<file path="src/rtl/arb_pkg.sv">
`timescale 1ns/1ps
package arb_pkg;
  typedef enum logic [1:0] {
    ARB_IDLE  = 2'd0,
    ARB_OWNED = 2'd1,
    ARB_TURN  = 2'd2,
    ARB_HOST  = 2'd3
  } arb_state_e;
endpackage

</file>
<file path="src/rtl/arb_prio_pick.sv">
`timescale 1ns/1ps
module arb_prio_pick #(
  parameter int N  = 6,
  parameter int IW = 3
) (
  input  logic [N-1:0]  req_i,
  input  logic [IW-1:0] last_i,
  input  logic          rotate_i,
  output logic [IW-1:0] win_o,
  output logic          any_o
);
  int start;
  int idx;

  // last_i is 1-based, so as a 0-based index it already points past the last owner
  always_comb begin
    win_o = '0;
    any_o = 1'b0;
    start = (rotate_i && (int'(last_i) < N)) ? int'(last_i) : 0;
    idx   = 0;
    for (int k = 0; k < N; k++) begin
      idx = start + k;
      if (idx >= N) idx = idx - N;
      if (!any_o && req_i[idx]) begin
        any_o = 1'b1;
        win_o = IW'(idx + 1);
      end
    end
  end

  always_comb begin
    a_r2_pick_valid: assert (!any_o || (win_o != '0 && req_i[win_o - 1'b1]));
    a_r3_last_lowest: assert (!(any_o && rotate_i && last_i != '0 && win_o == last_i)
                              || $countones(req_i) == 1);
  end
endmodule

</file>
<file path="src/rtl/arb_tracker.sv">
`timescale 1ns/1ps
module arb_tracker
  import arb_pkg::*;
#(
  parameter int N  = 6,
  parameter int IW = 3
) (
  input  logic          clk_i,
  input  logic          rst_ni,
  input  logic [N-1:0]  req_vec_i,
  input  logic          host_req_i,
  input  logic          rotate_i,
  output arb_state_e    state_o,
  output logic [IW-1:0] owner_o,
  output logic [IW-1:0] last_o
);
  arb_state_e    state_q;
  logic [IW-1:0] owner_q, last_q, win;
  logic          any_req, owner_req;

  arb_prio_pick #(.N(N), .IW(IW)) u_pick (
    .req_i    (req_vec_i),
    .last_i   (last_q),
    .rotate_i (rotate_i),
    .win_o    (win),
    .any_o    (any_req)
  );

  assign owner_req = (owner_q != '0) && req_vec_i[owner_q - 1'b1];

  always_ff @(posedge clk_i or negedge rst_ni) begin
    if (!rst_ni) begin
      state_q <= ARB_IDLE;
      owner_q <= '0;
      last_q  <= '0;
    end else begin
      unique case (state_q)
        ARB_IDLE, ARB_TURN: begin
          if (host_req_i) begin
            state_q <= ARB_HOST;
          end else if (any_req) begin
            state_q <= ARB_OWNED;
            owner_q <= win;
          end else begin
            state_q <= ARB_IDLE;
          end
        end
        ARB_OWNED: begin
          if (!owner_req) begin
            state_q <= ARB_TURN;
            last_q  <= owner_q;
          end
        end
        ARB_HOST: begin
          if (!host_req_i) state_q <= ARB_TURN;
        end
        default: state_q <= ARB_IDLE;
      endcase
    end
  end

  assign state_o = state_q;
  assign owner_o = owner_q;
  assign last_o  = last_q;

  a_r4_turnaround: assert property (@(posedge clk_i) disable iff (!rst_ni)
    (state_q == ARB_OWNED && !owner_req) |=> state_q == ARB_TURN);
  a_r4_owner_range: assert property (@(posedge clk_i) disable iff (!rst_ni)
    state_q == ARB_OWNED |-> (owner_q != '0 && int'(owner_q) <= N));
  a_r7_host_first: assert property (@(posedge clk_i) disable iff (!rst_ni)
    ((state_q == ARB_IDLE || state_q == ARB_TURN) && host_req_i) |=> state_q == ARB_HOST);
  a_r7_host_hold: assert property (@(posedge clk_i) disable iff (!rst_ni)
    (state_q == ARB_HOST && host_req_i) |=> state_q == ARB_HOST);
endmodule

</file>
<file path="src/rtl/arb_req_ctrl.sv">
`timescale 1ns/1ps
module arb_req_ctrl (
  input  logic clk_i,
  input  logic rst_ni,
  input  logic is_master_i,
  input  logic want_i,
  input  logic dma_i,
  input  logic done_i,
  input  logic host_req_i,
  input  logic core_prio_i,
  output logic req_o
);
  logic req_q, yield;

  assign yield = done_i && (!want_i || host_req_i || (dma_i && core_prio_i));

  always_ff @(posedge clk_i or negedge rst_ni) begin
    if (!rst_ni)          req_q <= 1'b0;
    else if (is_master_i) req_q <= req_q && !yield;
    else                  req_q <= want_i && !(dma_i && core_prio_i);
  end

  assign req_o = req_q;

  a_r6_hold: assert property (@(posedge clk_i) disable iff (!rst_ni)
    (is_master_i && !done_i) |=> $stable(req_o));
  a_r6_no_reraise: assert property (@(posedge clk_i) disable iff (!rst_ni)
    (is_master_i && !req_o) |=> !req_o);
  a_r8_dma_backoff: assert property (@(posedge clk_i) disable iff (!rst_ni)
    (!is_master_i && dma_i && core_prio_i) |=> !req_o);
endmodule

</file>
<file path="src/rtl/mp_bus_arbiter.sv">
`timescale 1ns/1ps
module mp_bus_arbiter
  import arb_pkg::*;
#(
  parameter int NODES = 6,
  parameter int ID_W  = 3
) (
  input  logic             clk_i,
  input  logic             rst_ni,
  input  logic [ID_W-1:0]  node_id_i,
  input  logic             rotate_i,
  input  logic [NODES-1:0] req_bus_i,
  output logic             req_o,
  input  logic             want_bus_i,
  input  logic             dma_xfer_i,
  input  logic             xfer_done_i,
  input  logic             host_req_i,
  output logic             host_gnt_no,
  input  logic             core_prio_i,
  output logic             core_prio_o,
  input  logic             suspend_i,
  output logic             bus_master_o,
  output logic             bus_drive_o,
  output logic             stall_o
);
  localparam logic [ID_W-1:0] ID_ONE = ID_W'(1);

  logic             single, is_master, susp_q, req_q, cp_in;
  logic [ID_W-1:0]  me, owner, last, grantor;
  logic [NODES-1:0] eff_req;
  arb_state_e       state;

  assign single  = (node_id_i == '0);
  assign me      = single ? ID_ONE : node_id_i;
  assign eff_req = single ? {{(NODES-1){1'b0}}, req_q} : req_bus_i;
  assign cp_in   = core_prio_i && !single;

  arb_tracker #(.N(NODES), .IW(ID_W)) u_track (
    .clk_i      (clk_i),
    .rst_ni     (rst_ni),
    .req_vec_i  (eff_req),
    .host_req_i (host_req_i),
    .rotate_i   (rotate_i),
    .state_o    (state),
    .owner_o    (owner),
    .last_o     (last)
  );

  assign is_master = (state == ARB_OWNED) && (owner == me);

  arb_req_ctrl u_req (
    .clk_i       (clk_i),
    .rst_ni      (rst_ni),
    .is_master_i (is_master),
    .want_i      (want_bus_i),
    .dma_i       (dma_xfer_i),
    .done_i      (xfer_done_i),
    .host_req_i  (host_req_i),
    .core_prio_i (cp_in),
    .req_o       (req_q)
  );

  always_ff @(posedge clk_i or negedge rst_ni) begin
    if (!rst_ni) susp_q <= 1'b0;
    else         susp_q <= suspend_i;
  end

  assign grantor      = (last == '0) ? ID_ONE : last;
  assign req_o        = req_q;
  assign host_gnt_no  = !((state == ARB_HOST) && (grantor == me));
  assign core_prio_o  = want_bus_i && !dma_xfer_i && !is_master && !single;
  assign bus_master_o = is_master;
  assign bus_drive_o  = is_master && !susp_q;
  assign stall_o      = want_bus_i && (suspend_i || !is_master);

  a_r9_tristate: assert property (@(posedge clk_i) disable iff (!rst_ni)
    suspend_i |=> !bus_drive_o);
  a_r9_drive_master: assert property (@(posedge clk_i) disable iff (!rst_ni)
    bus_drive_o |-> bus_master_o);
  a_r7_grant_src: assert property (@(posedge clk_i) disable iff (!rst_ni)
    !host_gnt_no |-> $past(host_req_i));
  a_r4_no_direct_handoff: assert property (@(posedge clk_i) disable iff (!rst_ni)
    $rose(bus_master_o) |-> $past(state) != ARB_OWNED);
  a_r7_no_master_host: assert property (@(posedge clk_i) disable iff (!rst_ni)
    !host_gnt_no |-> !bus_master_o);
endmodule

</file>
<file path="config.mk">
export PLATFORM = sky130hd
export DESIGN_NAME = mp_bus_arbiter
export DESIGN_NICKNAME = d
export VERILOG_FILES = /design/src/rtl/arb_pkg.sv /design/src/rtl/arb_prio_pick.sv /design/src/rtl/arb_tracker.sv /design/src/rtl/arb_req_ctrl.sv /design/src/rtl/mp_bus_arbiter.sv
export SDC_FILE = /design/constraint.sdc
export NUM_CORES = 1
export LEC_CHECK = 0
export BUFFER_PORTS_ARGS = -buffer_cell sky130_fd_sc_hd__buf_4
export CORE_ASPECT_RATIO = 2
export CORE_MARGIN = 8
export CORE_UTILIZATION = 29
export DETAILED_ROUTE_END_ITERATION = 12
export GPL_TIMING_DRIVEN = 0
export PLACE_DENSITY = 0.52
export SLEW_MARGIN = 20
export SYNTH_ARGS = -nofsm -noshare
export SYNTH_HDL_FRONTEND = slang
export SYNTH_SLANG_ARGS = --single-unit
</file>
<file path="constraint.sdc">
create_clock -name clk_i -period 6.4 [get_ports clk_i]
set_input_delay 1.28 -clock clk_i [delete_from_list [all_inputs] [get_ports clk_i]]
set_output_delay 1.28 -clock clk_i [all_outputs]
set_load 0.02 [all_outputs]
</file>
### Word level (Yosys, flattened, before mapping)

Index checks and enable logic that the tools add are counted.

| operators by class | value |
|---|---|
| muxes and demuxes | 48 |
| magnitude comparators | 14 |
| equal/unequal tests | 7 |
| reductions and logical operators | 43 |
| bitwise operators | 2 |
| $add $sub $neg | 18 |

Operators by type and width:

| operator | count |
|---|---|
| 32-bit by 5-bit < comparator with 1-bit output, second input constant | 6 |
| 32-bit 2-to-1 mux | 6 |
| 3-bit 2-to-1 mux | 9 |
| 4-bit by 3-bit subtractor with 5-bit output, second input constant | 5 |
| 1-bit binary-select mux with 3-bit select | 7 |
| 1-bit 2-to-1 mux | 21 |
| 4-bit by 3-bit greater-or-equal comparator with 1-bit output, second input constant | 5 |
| 1-bit logical AND | 19 |
| 3-bit by 2-bit adder with 3-bit output, second input constant | 6 |
| 1-bit zero test | 13 |
| 3-bit by 2-bit adder with 4-bit output, second input constant | 2 |
| 3-bit by 3-bit adder with 4-bit output, second input constant | 2 |
| 3-bit == test | 2 |
| 3-bit zero test | 2 |
| 2-bit 2-to-1 mux | 3 |
| 6-bit 2-to-1 mux | 1 |
| 2-bit one-hot mux with 3 select lines | 1 |
| 3-bit by 1-bit adder with 4-bit output, second input constant | 1 |
| 2-bit == test, second input constant | 2 |
| 3-bit by 4-bit < comparator with 1-bit output, second input constant | 1 |
| 2-bit inequality test, second input constant | 2 |
| 2-bit AND reduction | 2 |
| 3-bit by 3-bit subtractor with 4-bit output, second input constant | 1 |
| 3-bit greater-or-equal comparator, second input constant | 1 |
| 9 further kinds | 12 |

| word-level totals | value |
|---|---|
| output and inout port bits | 6 |
| input bits | 18 |
| word-level logic and storage cells | 137 |
| bits in registers | 10 |

### Logic depth before layout (Yosys ltp)

| logic depth | value |
|---|---|
| depth after elaboration | 27 |
| gate-level depth with buffers | 17 |
| depth with buffers taken out | 16 |

### Modules after synthesis

Synthesis repeated with hierarchy kept, for this count alone.

| second synthesis, totals | value |
|---|---|
| cell total of the unflattened synthesis | 225 |
| area, all modules | 1936.9 µm² |

By module, submodules not included:

| module | instances | cells an instance | area an instance (µm²) | seq. area each (µm²) |
|---|---|---|---|---|
| arb_prio_pick | 1 | 135 | 1099.8 | 0.0 |
| arb_tracker | 1 | 54 | 508.0 | 200.2 |
| mp_bus_arbiter | 1 | 30 | 267.8 | 25.0 |
| arb_req_ctrl | 1 | 6 | 61.3 | 25.0 |

### Least setup slack after synthesis

No wires, ideal clock.

| path | value |
|---|---|
| path type | input to register |
| from | input rotate_i |
| to | register u_track.owner_q[0] (netlist: u_track.owner_o[0]) |
| slack | 2.067 ns |
| arrival | 4.267 ns |
| path buffers | 0 |
| stages on the path | 13 |
| cells stage by stage | nand3b_1 inv_1 ha_1 xnor2_4 ha_1 a31o_2 o22ai_1 mux2i_1 mux2i_1 or3_4 or3b_4 a31oi_1 mux2_2 |

| on the way | value |
|---|---|
| cells in the longest elaborated chain, start to end | 24 |

RTL lines:

| item | RTL line | source |
|---|---|---|
| start: declaration | mp_bus_arbiter.sv:11 | `input logic rotate_i,` |
| 1-bit logical AND * | arb_prio_pick.sv:19 | `start = (rotate_i && (int'(last_i) < N)) ? int'(last_i) : 0;` |
| 3-bit 2-to-1 mux * | arb_prio_pick.sv:19 |  |
| branches (longest 22 deep; another with 4-bit by 3-bit subtractor with 5-bit output) | n/a |  |
| end signal: assignment | arb_tracker.sv:43 | `owner_q <= win;` |
| end: declaration | arb_tracker.sv:18 | `logic [IW-1:0] owner_q, last_q, win;` |

Mark *: on every way between the ends. The select of a mux whose other input is x is not followed.
A chain may end at the register's enable or synchronous reset.

### Final worst setup path

Ends and elaborated chain as after synthesis.

==> results_dict.tcl <==
set metrics [dict create \
    status "finished, final reports clean" \
    clock_sinks 10 \
    drc 0 \
    die-area_um2 8850 \
    port_buffers 23 \
    worstHoldPathCells 2 \
    die_x_um 70.6 \
    avgSynthCellArea_um2 8.53 \
    synth_area_um2 1730 \
    h-tree-depth 1 \
    pin_count 24 \
    worst_ep_arrival_time_ps 4950 \
    rrSetupSlack_ps 2190 \
    p_per_area_nw_per_um2 445 \
    clockBufferDepth 2 \
    placed_cells 289 \
    dr.first_iter.drc_count 98 \
    path_clk_slew_ps 40 \
    routedWlPerCell_um 15.0 \
    fp.coreArea_um2 5910 \
    hold_class "reg2reg" \
    p_leak_nw 0.931 \
    syn_nets 240 \
    setup_viol 0 \
    fin_skew_ps 4.42 \
    grt_start_max_net_pins 12 \
    netlist_instances 203 \
    r2r_start "u_track.last_o[2]" \
    crit_fanout 9 \
    start_util_pct 29.3 \
    synth_top_area_share_pct 14.5 \
    insertedDiodeCount 0 \
    yosys.cell_types.count 58 \
    rows 40 \
    antenna_found_initial 0 \
    synth_common_cells "19 x ha_1, 16 x nand2_1, 15 x inv_1, 11 x mux2i_1" \
    synth_area_leaders "dfrtp_1 14%, ha_1 14%, mux2i_1 6.4%" \
    min_to "u_req.req_o" \
    grt_pass1_vias 1611 \
    critPathRequiredTime_ps 6570 \
    fmax_ghz 0.209 \
    n_fill_cell 633 \
    setup_slack_ps 1630 \
    layout-area-overhead-vs-synth_pct 19.7 \
    cts.repair.resized 0 \
    period_needed_ps 4770 \
    vias_per_cell 5.27 \
    maxSlewHeadroom_pct 69.0 \
    crit_type "in2reg" \
    seq_area_frac_synth_pct 14.5 \
    synth-seq-cells 10 \
    r2r-end "u_track.owner_o[0]" \
    nets 268 \
    dr_total_vias 1545 \
    clk-insertion-delay-late_ps 230 \
    worst_pin_slew_ps 452 \
    dp.final_hpwl_um 3690 \
    grt_setup_unrepaired "no" \
    gp_congestion 0.767 \
    fp.dieH_um 125 \
    stdcell_count 293 \
    irDropWorstVdd_mv 0.183 \
    synth_ff_type "dfrtp_1" \
    hold_buffers 0 \
    hold_path.startpoint "u_req.req_o" \
    yosysTopAreaCell "dfrtp_1" \
    cts_root_buf "clkbuf_16" \
    synth_edf_count 0 \
    tritoncts "done" \
    yosysWarnings 0 \
    setup-tns-final_ps 0 \
    hold_viol 0 \
    drive_gt1_share_pct 22.6 \
    place_ws_ps 1400 \
    drt-total-wl_um 4400 \
    async_reset_ff_share_pct 100 \
    start_kind "input pin" \
    synth.most_common_cell "ha_1" \
    rr_worst_depth 14 \
    grt-ovfl-total 0 \
    period_share_pct 74.6 \
    max_cap_violations 0 \
    firstDrtPassIters 4 \
    antenna_left 0 \
    cts_buffers 3 \
    grt_usage_pct 10.3 \
    postCtsSetupRepairBufs 0 \
    critPathCaptureType "flop" \
    grt_pass1_wl_um 7720 \
    maxSlewViolCount 0 \
]
## placed cells by master (no fill, tap or decap), types with 2 or more instances in the layout
cell / instances
xnor2_1: 10
xor2_1: 6
nor4_1: 2
o32a_1: 2
inv_1: 15
clkbuf_1: 3
a31o_2: 2
a31oi_1: 6
mux2_2: 4
o22ai_1: 4
a311oi_1: 2
ha_1: 19
nor3_1: 6
a211oi_1: 2
buf_4: 24
dfrtp_1: 10
nand3_1: 2
a21oi_1: 6
nand2_1: 16
a311o_1: 2
nor2_1: 9
o31ai_1: 3
buf_2: 2
mux2i_1: 11
nor4b_1: 2
and2_1: 2
nand3b_1: 4
nor2b_1: 3
clkbuf_16: 3
o21a_1: 2
nand2b_1: 9
o21ai_0: 7
or3_1: 3
## routing by layer
layer  wire length [µm]  share of wire, %  track usage, %
met2               2090                48            16.7
met5                  0                 0               0
met1               2050                47            12.9
met3                173               3.9            2.80
met4                 87               2.0            2.60
## sequential cells by signal (all words and copies together), names as in the netlist
register / cells
u_track.last_o: 3
u_track.owner_o: 3
u_track.state_o: 2
susp_q: 1
u_req.req_o: 1
## critical path: stages
cell and delay, ps:
buf_4 110, nand3b_1 310, inv_1 330, ha_1 350
xnor2_4 120, ha_1 220, a31o_2 220, o22ai_1 350
mux2i_1 230, mux2i_1 170, or3_4 430, or3b_4 420
a31oi_1 220, mux2_2 180
## power by group
part           switching (mW)  internal, mW  total, mW
Clock                  0.0273        0.0938      0.121
Combinational           0.379         0.314      0.693
Sequential             0.0206        0.0873      0.108
Total                   0.427         0.495      0.922
## per-stage QoR
stage | instance area (µm²) | util [%] | power [mW] | hold slack [ps]
CTS | 2070 | 35.1 | 0.930 | 550
global placement | 1980 | 33.6 | 0.790 | 532
finish | 2070 | 35.1 | 0.922 | 535
floorplan | 1730 | - | 0.652 | 494
detailed placement | 1980 | 33.6 | 0.802 | 541
global route | 2070 | 35.1 | 1.02 | 615
## final cells by class
cell class | count | area, µm² | area share (%)
plain buffers | 8 | 55.1 | 2.66
repair buffers | 23 | 173 | 8.33
clock buffers | 4 | 88.8 | 4.29
well taps | 63 | 78.8 | 3.80
multi-input cells | 169 | 1360 | 65.6
inverters | 16 | 67.6 | 3.26
flip-flops and latches | 10 | 250 | 12.1
## kinds of logic after synthesis
kind of cell	count (synthesis)	synth area share, %
flops	10	14.5
compound gates	46	19.0
buf+inv	24	7.08
mux	18	11.9
fa+ha+maj	19	13.7
simple gates	68	23.2
xor+xnor	18	10.6
## worst max path at each step
stage,start,endpoint,slack [ps],cells past startpoint
3_5_place_dp,rotate_i,u_track.owner_o[0],1400,14
6_report,rotate_i,u_track.owner_o[0],1630,14
5_1_grt,rotate_i,u_track.owner_o[0],1390,14
3_3_place_gp,rotate_i,u_track.owner_o[0],1420,14
2_1_floorplan,rotate_i,u_track.owner_o[0],2070,13
4_1_cts,rotate_i,u_track.owner_o[0],1650,14
Note: power is estimated with default switching activity, not from simulation.
